===== config.mk =====
export PLATFORM = sky130hd
export DESIGN_NAME = wavetable_carrier
export DESIGN_NICKNAME = d
export VERILOG_FILES = /design/src/rtl/wtc_pkg.sv /design/src/rtl/wtc_ctrl.sv /design/src/rtl/wtc_datapath.sv /design/src/rtl/wavetable_carrier.sv
export SDC_FILE = /design/constraint.sdc
export NUM_CORES = 2
export LEC_CHECK = 0
export BUFFER_PORTS_ARGS = -buffer_cell sky130_fd_sc_hd__buf_2
export CAP_MARGIN = 20
export CORE_MARGIN = 2
export CORE_UTILIZATION = 60
export DETAILED_ROUTE_END_ITERATION = 7
export PLACE_DENSITY = 0.77
export SYNTH_ARGS = -nofsm -noshare
export SYNTH_HDL_FRONTEND = slang
export SYNTH_SLANG_ARGS = --single-unit

===== constraint.sdc =====
create_clock -name clk -period 22.7 [get_ports clk]
set_clock_uncertainty 0.15 [all_clocks]
set_input_delay 3.405 -clock clk [delete_from_list [all_inputs] [get_ports clk]]
set_output_delay 3.405 -clock clk [all_outputs]
set_load 0.03 [all_outputs]

===== src/rtl/wtc_pkg.sv =====
`timescale 1ns/1ps
package wtc_pkg;
  localparam int REG_ADDR_W = 7;
  localparam logic [REG_ADDR_W-1:0] ADDR_FREQ_LO = 7'h40;
  localparam logic [REG_ADDR_W-1:0] ADDR_FREQ_HI = 7'h41;
  localparam logic [REG_ADDR_W-1:0] ADDR_MASTER  = 7'h42;

  typedef struct packed {
    logic waveWe;
    logic phaseClear;
    logic advance;
  } ctrlStrobes_t;

  function automatic int unsigned recipCeil(int unsigned d, int unsigned shift);
    return ((32'd1 << shift) + d - 1) / d;
  endfunction
endpackage


===== src/rtl/wtc_ctrl.sv =====
`timescale 1ns/1ps
module wtc_ctrl import wtc_pkg::*; #(
  parameter int FREQ_W = 12,
  parameter int DIV_W  = 2
) (
  input  logic                  clk,
  input  logic                  rstN,
  input  logic                  regWe,
  input  logic [REG_ADDR_W-1:0] regAddr,
  input  logic [7:0]            regWdata,
  output ctrlStrobes_t          strobes,
  output logic [FREQ_W-1:0]     freq,
  output logic                  writeMode,
  output logic                  disabled,
  output logic [DIV_W-1:0]      divSel
);
  localparam int HI_BITS = FREQ_W - 8;

  logic hitLo, hitHi, hitMaster, isWave;

  always_comb begin
    isWave    = !regAddr[REG_ADDR_W-1];
    hitLo     = regWe && (regAddr == ADDR_FREQ_LO);
    hitHi     = regWe && (regAddr == ADDR_FREQ_HI);
    hitMaster = regWe && (regAddr == ADDR_MASTER);
    strobes.waveWe     = regWe && isWave && writeMode;
    strobes.phaseClear = hitHi && regWdata[7];
    strobes.advance    = !writeMode && !disabled;
  end

  always_ff @(posedge clk or negedge rstN) begin
    if (!rstN) begin
      freq      <= '0;
      writeMode <= 1'b0;
      disabled  <= 1'b1;
      divSel    <= '0;
    end else begin
      if (hitLo) freq[7:0] <= regWdata;
      if (hitHi) begin
        freq[FREQ_W-1:8] <= regWdata[HI_BITS-1:0];
        disabled         <= regWdata[7];
      end
      if (hitMaster) begin
        writeMode <= regWdata[7];
        divSel    <= regWdata[DIV_W-1:0];
      end
    end
  end
endmodule


===== src/rtl/wtc_datapath.sv =====
`timescale 1ns/1ps
module wtc_datapath import wtc_pkg::*; #(
  parameter int PHASE_W    = 27,
  parameter int FREQ_W     = 12,
  parameter int MOD_W      = 8,
  parameter int WAVE_W     = 6,
  parameter int IDX_W      = 6,
  parameter int VOL_W      = 6,
  parameter int VOL_CAP    = 32,
  parameter int DIV_W      = 2,
  parameter int OUT_W      = 12,
  parameter int BASE_SHIFT = 6
) (
  input  logic                    clk,
  input  logic                    rstN,
  input  ctrlStrobes_t            strobes,
  input  logic [IDX_W-1:0]        waveIdx,
  input  logic [WAVE_W-1:0]       waveData,
  input  logic [IDX_W-1:0]        rdIdx,
  input  logic [FREQ_W-1:0]       freq,
  input  logic                    modEnable,
  input  logic signed [MOD_W-1:0] modValue,
  input  logic [VOL_W-1:0]        volume,
  input  logic [DIV_W-1:0]        divSel,
  output logic [WAVE_W-1:0]       rdWave,
  output logic [IDX_W-1:0]        playIdx,
  output logic [PHASE_W-1:0]      phaseNow,
  output logic [OUT_W-1:0]        sampleOut
);
  localparam int DEPTH       = 1 << IDX_W;
  localparam int IDX_LSB     = PHASE_W - IDX_W;
  localparam int STEP_W      = FREQ_W + MOD_W + 2;
  localparam int RECIP_SHIFT = 16;
  localparam int RECIP_W     = RECIP_SHIFT + 1;
  localparam int PROD_W      = WAVE_W + VOL_W + 2;
  localparam int SCALED_W    = PROD_W + RECIP_W;
  localparam int DIV_CNT     = 1 << DIV_W;

  logic [WAVE_W-1:0]        waveMem [DEPTH];
  logic [PHASE_W-1:0]       phaseQ, phaseNext;
  logic signed [STEP_W-1:0] freqS, modS, baseStep, modStep, rawStep;
  logic [STEP_W-1:0]        step;
  logic [IDX_W-1:0]         idxNext;
  logic                     bitFlip;
  logic [VOL_W-1:0]         volCap;
  logic [PROD_W-1:0]        product;
  logic [SCALED_W-1:0]      scaled;
  logic [RECIP_W-1:0]       recipTab [DIV_CNT];
  logic [OUT_W-1:0]         sampleQ;

  for (genvar g = 0; g < DIV_CNT; g++) begin : g_recip
    assign recipTab[g] = RECIP_W'(recipCeil(g + 2, RECIP_SHIFT));
  end

  always_comb begin
    freqS    = $signed(STEP_W'(freq));
    modS     = $signed({{(STEP_W-MOD_W){modValue[MOD_W-1]}}, modValue});
    baseStep = $signed(STEP_W'({freq, {BASE_SHIFT{1'b0}}}));
    modStep  = modEnable ? freqS * modS : '0;
    rawStep  = baseStep + modStep;
    step     = rawStep[STEP_W-1] ? '0 : STEP_W'(rawStep);
    phaseNext = phaseQ + PHASE_W'(step);
    idxNext   = phaseNext[IDX_LSB +: IDX_W];
    bitFlip   = strobes.advance && !strobes.phaseClear
                && (phaseNext[IDX_LSB] != phaseQ[IDX_LSB]);
    volCap  = (volume > VOL_W'(VOL_CAP)) ? VOL_W'(VOL_CAP) : volume;
    product = (PROD_W'(waveMem[idxNext]) * PROD_W'(volCap)) << 2;
    scaled  = SCALED_W'(product) * SCALED_W'(recipTab[divSel]);
  end

  always_ff @(posedge clk or negedge rstN) begin
    if (!rstN) begin
      phaseQ  <= '0;
      sampleQ <= '0;
    end else begin
      if (strobes.phaseClear)   phaseQ <= '0;
      else if (strobes.advance) phaseQ <= phaseNext;
      if (bitFlip) sampleQ <= scaled[RECIP_SHIFT +: OUT_W];
    end
  end

  always_ff @(posedge clk or negedge rstN) begin
    if (!rstN) begin
      for (int i = 0; i < DEPTH; i++) waveMem[i] <= '0;
    end else if (strobes.waveWe) begin
      waveMem[waveIdx] <= waveData;
    end
  end

  assign rdWave    = waveMem[rdIdx];
  assign playIdx   = phaseQ[IDX_LSB +: IDX_W];
  assign phaseNow  = phaseQ;
  assign sampleOut = sampleQ;
endmodule


===== src/rtl/wavetable_carrier.sv =====
`timescale 1ns/1ps
module wavetable_carrier import wtc_pkg::*; #(
  parameter int PHASE_W = 27,
  parameter int FREQ_W  = 12,
  parameter int MOD_W   = 8,
  parameter int WAVE_W  = 6,
  parameter int IDX_W   = 6,
  parameter int VOL_W   = 6,
  parameter int VOL_CAP = 32,
  parameter int DIV_W   = 2,
  parameter int OUT_W   = 12
) (
  input  logic                    clk,
  input  logic                    rstN,
  input  logic                    regWe,
  input  logic [REG_ADDR_W-1:0]   regAddr,
  input  logic [7:0]              regWdata,
  output logic [7:0]              regRdata,
  input  logic [7-WAVE_W:0]       busTop,
  input  logic                    modEnable,
  input  logic signed [MOD_W-1:0] modValue,
  input  logic [VOL_W-1:0]        volume,
  output logic [OUT_W-1:0]        sampleOut
);
  localparam int MAX_SAMPLE = ((1 << WAVE_W) - 1) * VOL_CAP * 4 / 2;

  ctrlStrobes_t       strobes;
  logic [FREQ_W-1:0]  freq;
  logic               writeMode, disabled;
  logic [DIV_W-1:0]   divSel;
  logic [IDX_W-1:0]   playIdx, rdIdx;
  logic [WAVE_W-1:0]  rdWave;
  logic [PHASE_W-1:0] phaseNow;

  wtc_ctrl #(.FREQ_W(FREQ_W), .DIV_W(DIV_W)) u_ctrl (
    .clk, .rstN, .regWe, .regAddr, .regWdata,
    .strobes, .freq, .writeMode, .disabled, .divSel
  );

  assign rdIdx = writeMode ? regAddr[IDX_W-1:0] : playIdx;

  wtc_datapath #(
    .PHASE_W(PHASE_W), .FREQ_W(FREQ_W), .MOD_W(MOD_W), .WAVE_W(WAVE_W),
    .IDX_W(IDX_W), .VOL_W(VOL_W), .VOL_CAP(VOL_CAP), .DIV_W(DIV_W), .OUT_W(OUT_W)
  ) u_dp (
    .clk, .rstN, .strobes,
    .waveIdx(regAddr[IDX_W-1:0]), .waveData(regWdata[WAVE_W-1:0]), .rdIdx,
    .freq, .modEnable, .modValue, .volume, .divSel,
    .rdWave, .playIdx, .phaseNow, .sampleOut
  );

  assign regRdata = regAddr[REG_ADDR_W-1] ? {busTop, WAVE_W'(0)} : {busTop, rdWave};
endmodule


==> results.py <==
metrics = {
    "clocking": {
        "cts_tree": "built",
        "cts_sinks": 439,
        "cts_buffers": 48,
        "cts_hold_buffers": 0,
        "htree_num_levels": 2,
        "clock_latency_ps": 600,
        "cts_max_path_buffers": 3,
        "path_clk_slew_ps": 60,
        "cts-root-buf": "clkbuf_16",
    },
    "min_path": {
        "hold_class": "reg2reg",
    },
    "grt": {
        "grt_max_degree": 182,
        "antenna_found_initial": 1,
        "grt_pass1_wl_um": 140900,
        "grt_pass1_vias": 25400,
        "grt-ovfl-total": 0,
        "grt_use_total_pct": 31.38,
    },
    "worst_setup_path": {
        "crit_required_ps": 23090,
        "critPathKind": "in2reg",
        "path_delay_family": "adder cells",
        "cp_slowest_cell": "fa_1",
        "cp_common_cell": "fa_1",
        "path_max_fanout": 24,
        "critPathCaptureType": "register",
        "critPathArrivalTime_ps": 21920,
        "worst_path_largest_cell_delay_ps": 570,
        "crit_buf_inv": 10,
        "startpoint_type": "input port",
    },
    "die": {
        "core-area_um2": 56060,
        "fp.dieH_um": 241.5,
        "die_w_um": 241.5,
        "rows": 87,
        "start_util_pct": 60.35,
        "num_io_pins": 55,
        "dieArea_um2": 58300,
    },
    "drt": {
        "wl_um": 89940,
        "drt_iter0_markers": 2309,
        "vias": 24260,
        "ant_nets": 0,
        "avgViaCountPerCell": 6.459,
        "first_pass_iters": 6,
        "wire_per_inst_um": 23.94,
        "drc": 0,
    },
    "timing": {
        "finalMaxSlewViolations": 0,
        "worst_slew_pin_slew_ps": 1247,
        "fmax_ghz": 0.04644,
        "hold_viol": 0,
        "setup_viol": 0,
        "whs_ps": 323.2,
        "finalCriticalPeriod_ps": 21530,
        "post-route-period-util_pct": 94.86,
        "fin_setup_tns_ps": 0,
        "relSlewSlack_pct": 16.43,
    },
    "pwr": {
        "p_sw_mw": 2.157,
        "power.total_mw": 4.568,
        "p_per_area_nw_per_um2": 124.9,
        "sw_frac_of_total_pct": 47.22,
        "combPwrFrac_pct": 64.0,
        "p_leak_nw": 17.67,
        "p_int_mw": 2.411,
        "power_frac_seq_pct": 18.9,
        "p_clk_share_pct": 17.1,
        "vdd_drop_max_mv": 0.1692,
    },
    "layout": {
        "syn_to_final_growth_pct": 8.077,
        "drive_above_1_share_pct": 26.53,
        "final_nets": 3338,
        "finish.utilization_pct": 65.22,
        "fillCellCount": 4173,
    },
    "run": {
        "drv_cap": 0,
    },
    "synth": {
        "seq_area_frac_synth_pct": 32.48,
        "synth_cell_types": 77,
        "netlist_instances": 2974,
        "synth_seq_cells": 439,
        "syn_avg_cell_area_um2": 11.38,
        "synth-warning-count": 0,
        "synth_top_area_share_pct": 32.40,
        "syn-num-nets": 3355,
        "async_flop_share_pct": 100.0,
        "syn_area_um2": 33830,
        "netlist_top_cells_area": "dfrtp_1 (32%), mux2_2 (13%), mux4_2 (12%)",
        "synth_area_leader_cell": "dfrtp_1",
        "synth_edf_count": 0,
        "synth_flop_cell": "dfrtp_1",
    },
    "placement": {
        "portBuffers": 50,
        "place_congestion": 0.9641,
        "hpwlAfterDp_um": 61940,
    },
    "outcome": {
        "status": "finished clean",
    },
}
cell type report:
class                           count  area (µm²)  share of cell area (%)
Timing Repair Buffer               95       716.9                   1.961
Inverter                          320        1201                   3.285
Clock inverter                     20       163.9                  0.4483
Tap cell                          756       945.9                   2.587
Sequential cell                   439       10990                   30.05
Clock buffer                       70        1424                   3.894
Antenna cell                        3       7.507                 0.02053
Multi-Input combinational cell   2053       21120                   57.75
layer usage:
metal  global-route usage [%]  wire length, µm  share of wire [%]  vias to the layer above
met3                    6.951             7494                8.3                      259
met5                        0                0                  0                        -
met1                    39.85            34900                 39                    12430
met2                    51.57            43450                 48                     1142
li1                         -                -                  -                    10430
met4                    14.65             4097                4.6                        0
registers in the layout, indices dropped and copies added, names as in the netlist:
signal	cells
u_dp.waveMem	384
u_dp.phaseNow	27
u_ctrl.freq	12
u_dp.sampleOut	12
u_ctrl.divSel	2
u_ctrl.disabled	1
u_ctrl.writeMode	1
layout by cell type, fill, tap and decap left out, types with 21 or more instances in the layout:
master,count
a21oi_1,89
fa_1,163
o21bai_1,21
mux4_2,176
buf_2,49
ha_1,183
clkbuf_16,48
nand3_1,24
inv_1,318
nor2_1,105
buf_4,35
xnor2_1,53
o21ai_0,27
a211oi_1,67
mux2_2,400
nand2_1,234
mux2i_1,68
dfrtp_1,437
a21o_1,29
nor2b_1,30
and2_1,151
worst reg2reg max path: cells and delay by family (launching register included):
family	cells	cell delay [ps]
adder cells (fa/ha/maj)	19	7390
flip-flops	1	540
buffers and inverters	7	390
XOR/XNOR	3	590
multiplexers	1	380
AND/OR/NAND/NOR	16	2600
AO/OA/AOI/OAI	30	6870
synthesized netlist by cell type (21+ instances only):
library cell and number:
dfrtp_1 438, mux2_2 400, inv_1 318, nand2_1 234, ha_1 183, mux4_2 176
fa_1 163, and2_1 151, clkbuf_1 128, nor2_1 106, a21oi_1 89, mux2i_1 73
a211oi_1 67, xnor2_1 55, nor2b_1 30, a21o_1 29, o21ai_0 27, nand3_1 24
o21bai_1 21
worst paths after layout:
kind,slack [ps],depth (start not counted),to,startpoint
setup reg to reg,3750,76,u_dp.sampleOut[8],u_ctrl.freq[4]
setup / recovery,1170,76,u_dp.sampleOut[8],modValue[7]
hold / removal,320,2,u_dp.sampleOut[0],u_dp.sampleOut[0]
max in group asynchronous,18070,2,u_dp.phaseNow[4],rstN
min in group asynchronous,2700,1,u_dp.waveMem[152],rstN
hold reg to reg,320,2,u_dp.sampleOut[0],u_dp.sampleOut[0]
logic make-up after synthesis:
kind of cell,count (synthesis),synth area share (%)
xor+xnor,76,1.990
mux,651,27.28
simple gates,639,9.264
compound gates,339,6.971
fa+ha+maj,346,16.41
buf+inv,484,5.610
flops,439,32.48
what timing repair did:
item,in CTS,in global routing
setup endpoints to repair,0,8
buffers inserted,0,4
gates resized for setup,0,10
per-stage QoR:
| step | worst slack [ps] | std cells | instance area, µm² |
|---|---|---|---|
| after detailed placement | 446.5 | 3652 | 34760 |
| after global placement | 1031 | 3651 | 34740 |
| after global routing | -9.758 | 3753 | 36560 |
| after floorplan | 2589 | 2974 | 33830 |
| after CTS | 1033 | 3742 | 36350 |
| final | 1167 | 3756 | 36560 |
power by group through the flow:
stage                     clock network [mW]  logic [mW]  registers, mW
after CTS                              0.787        2.90          0.863
after floorplan                            0        2.17          0.869
after global placement                     0        2.77          0.875
after global routing                   0.820        3.28          0.869
after detailed placement                   0        2.88          0.878
final                                  0.779        2.92          0.864
Note: power is estimated with default switching activity, not from simulation.
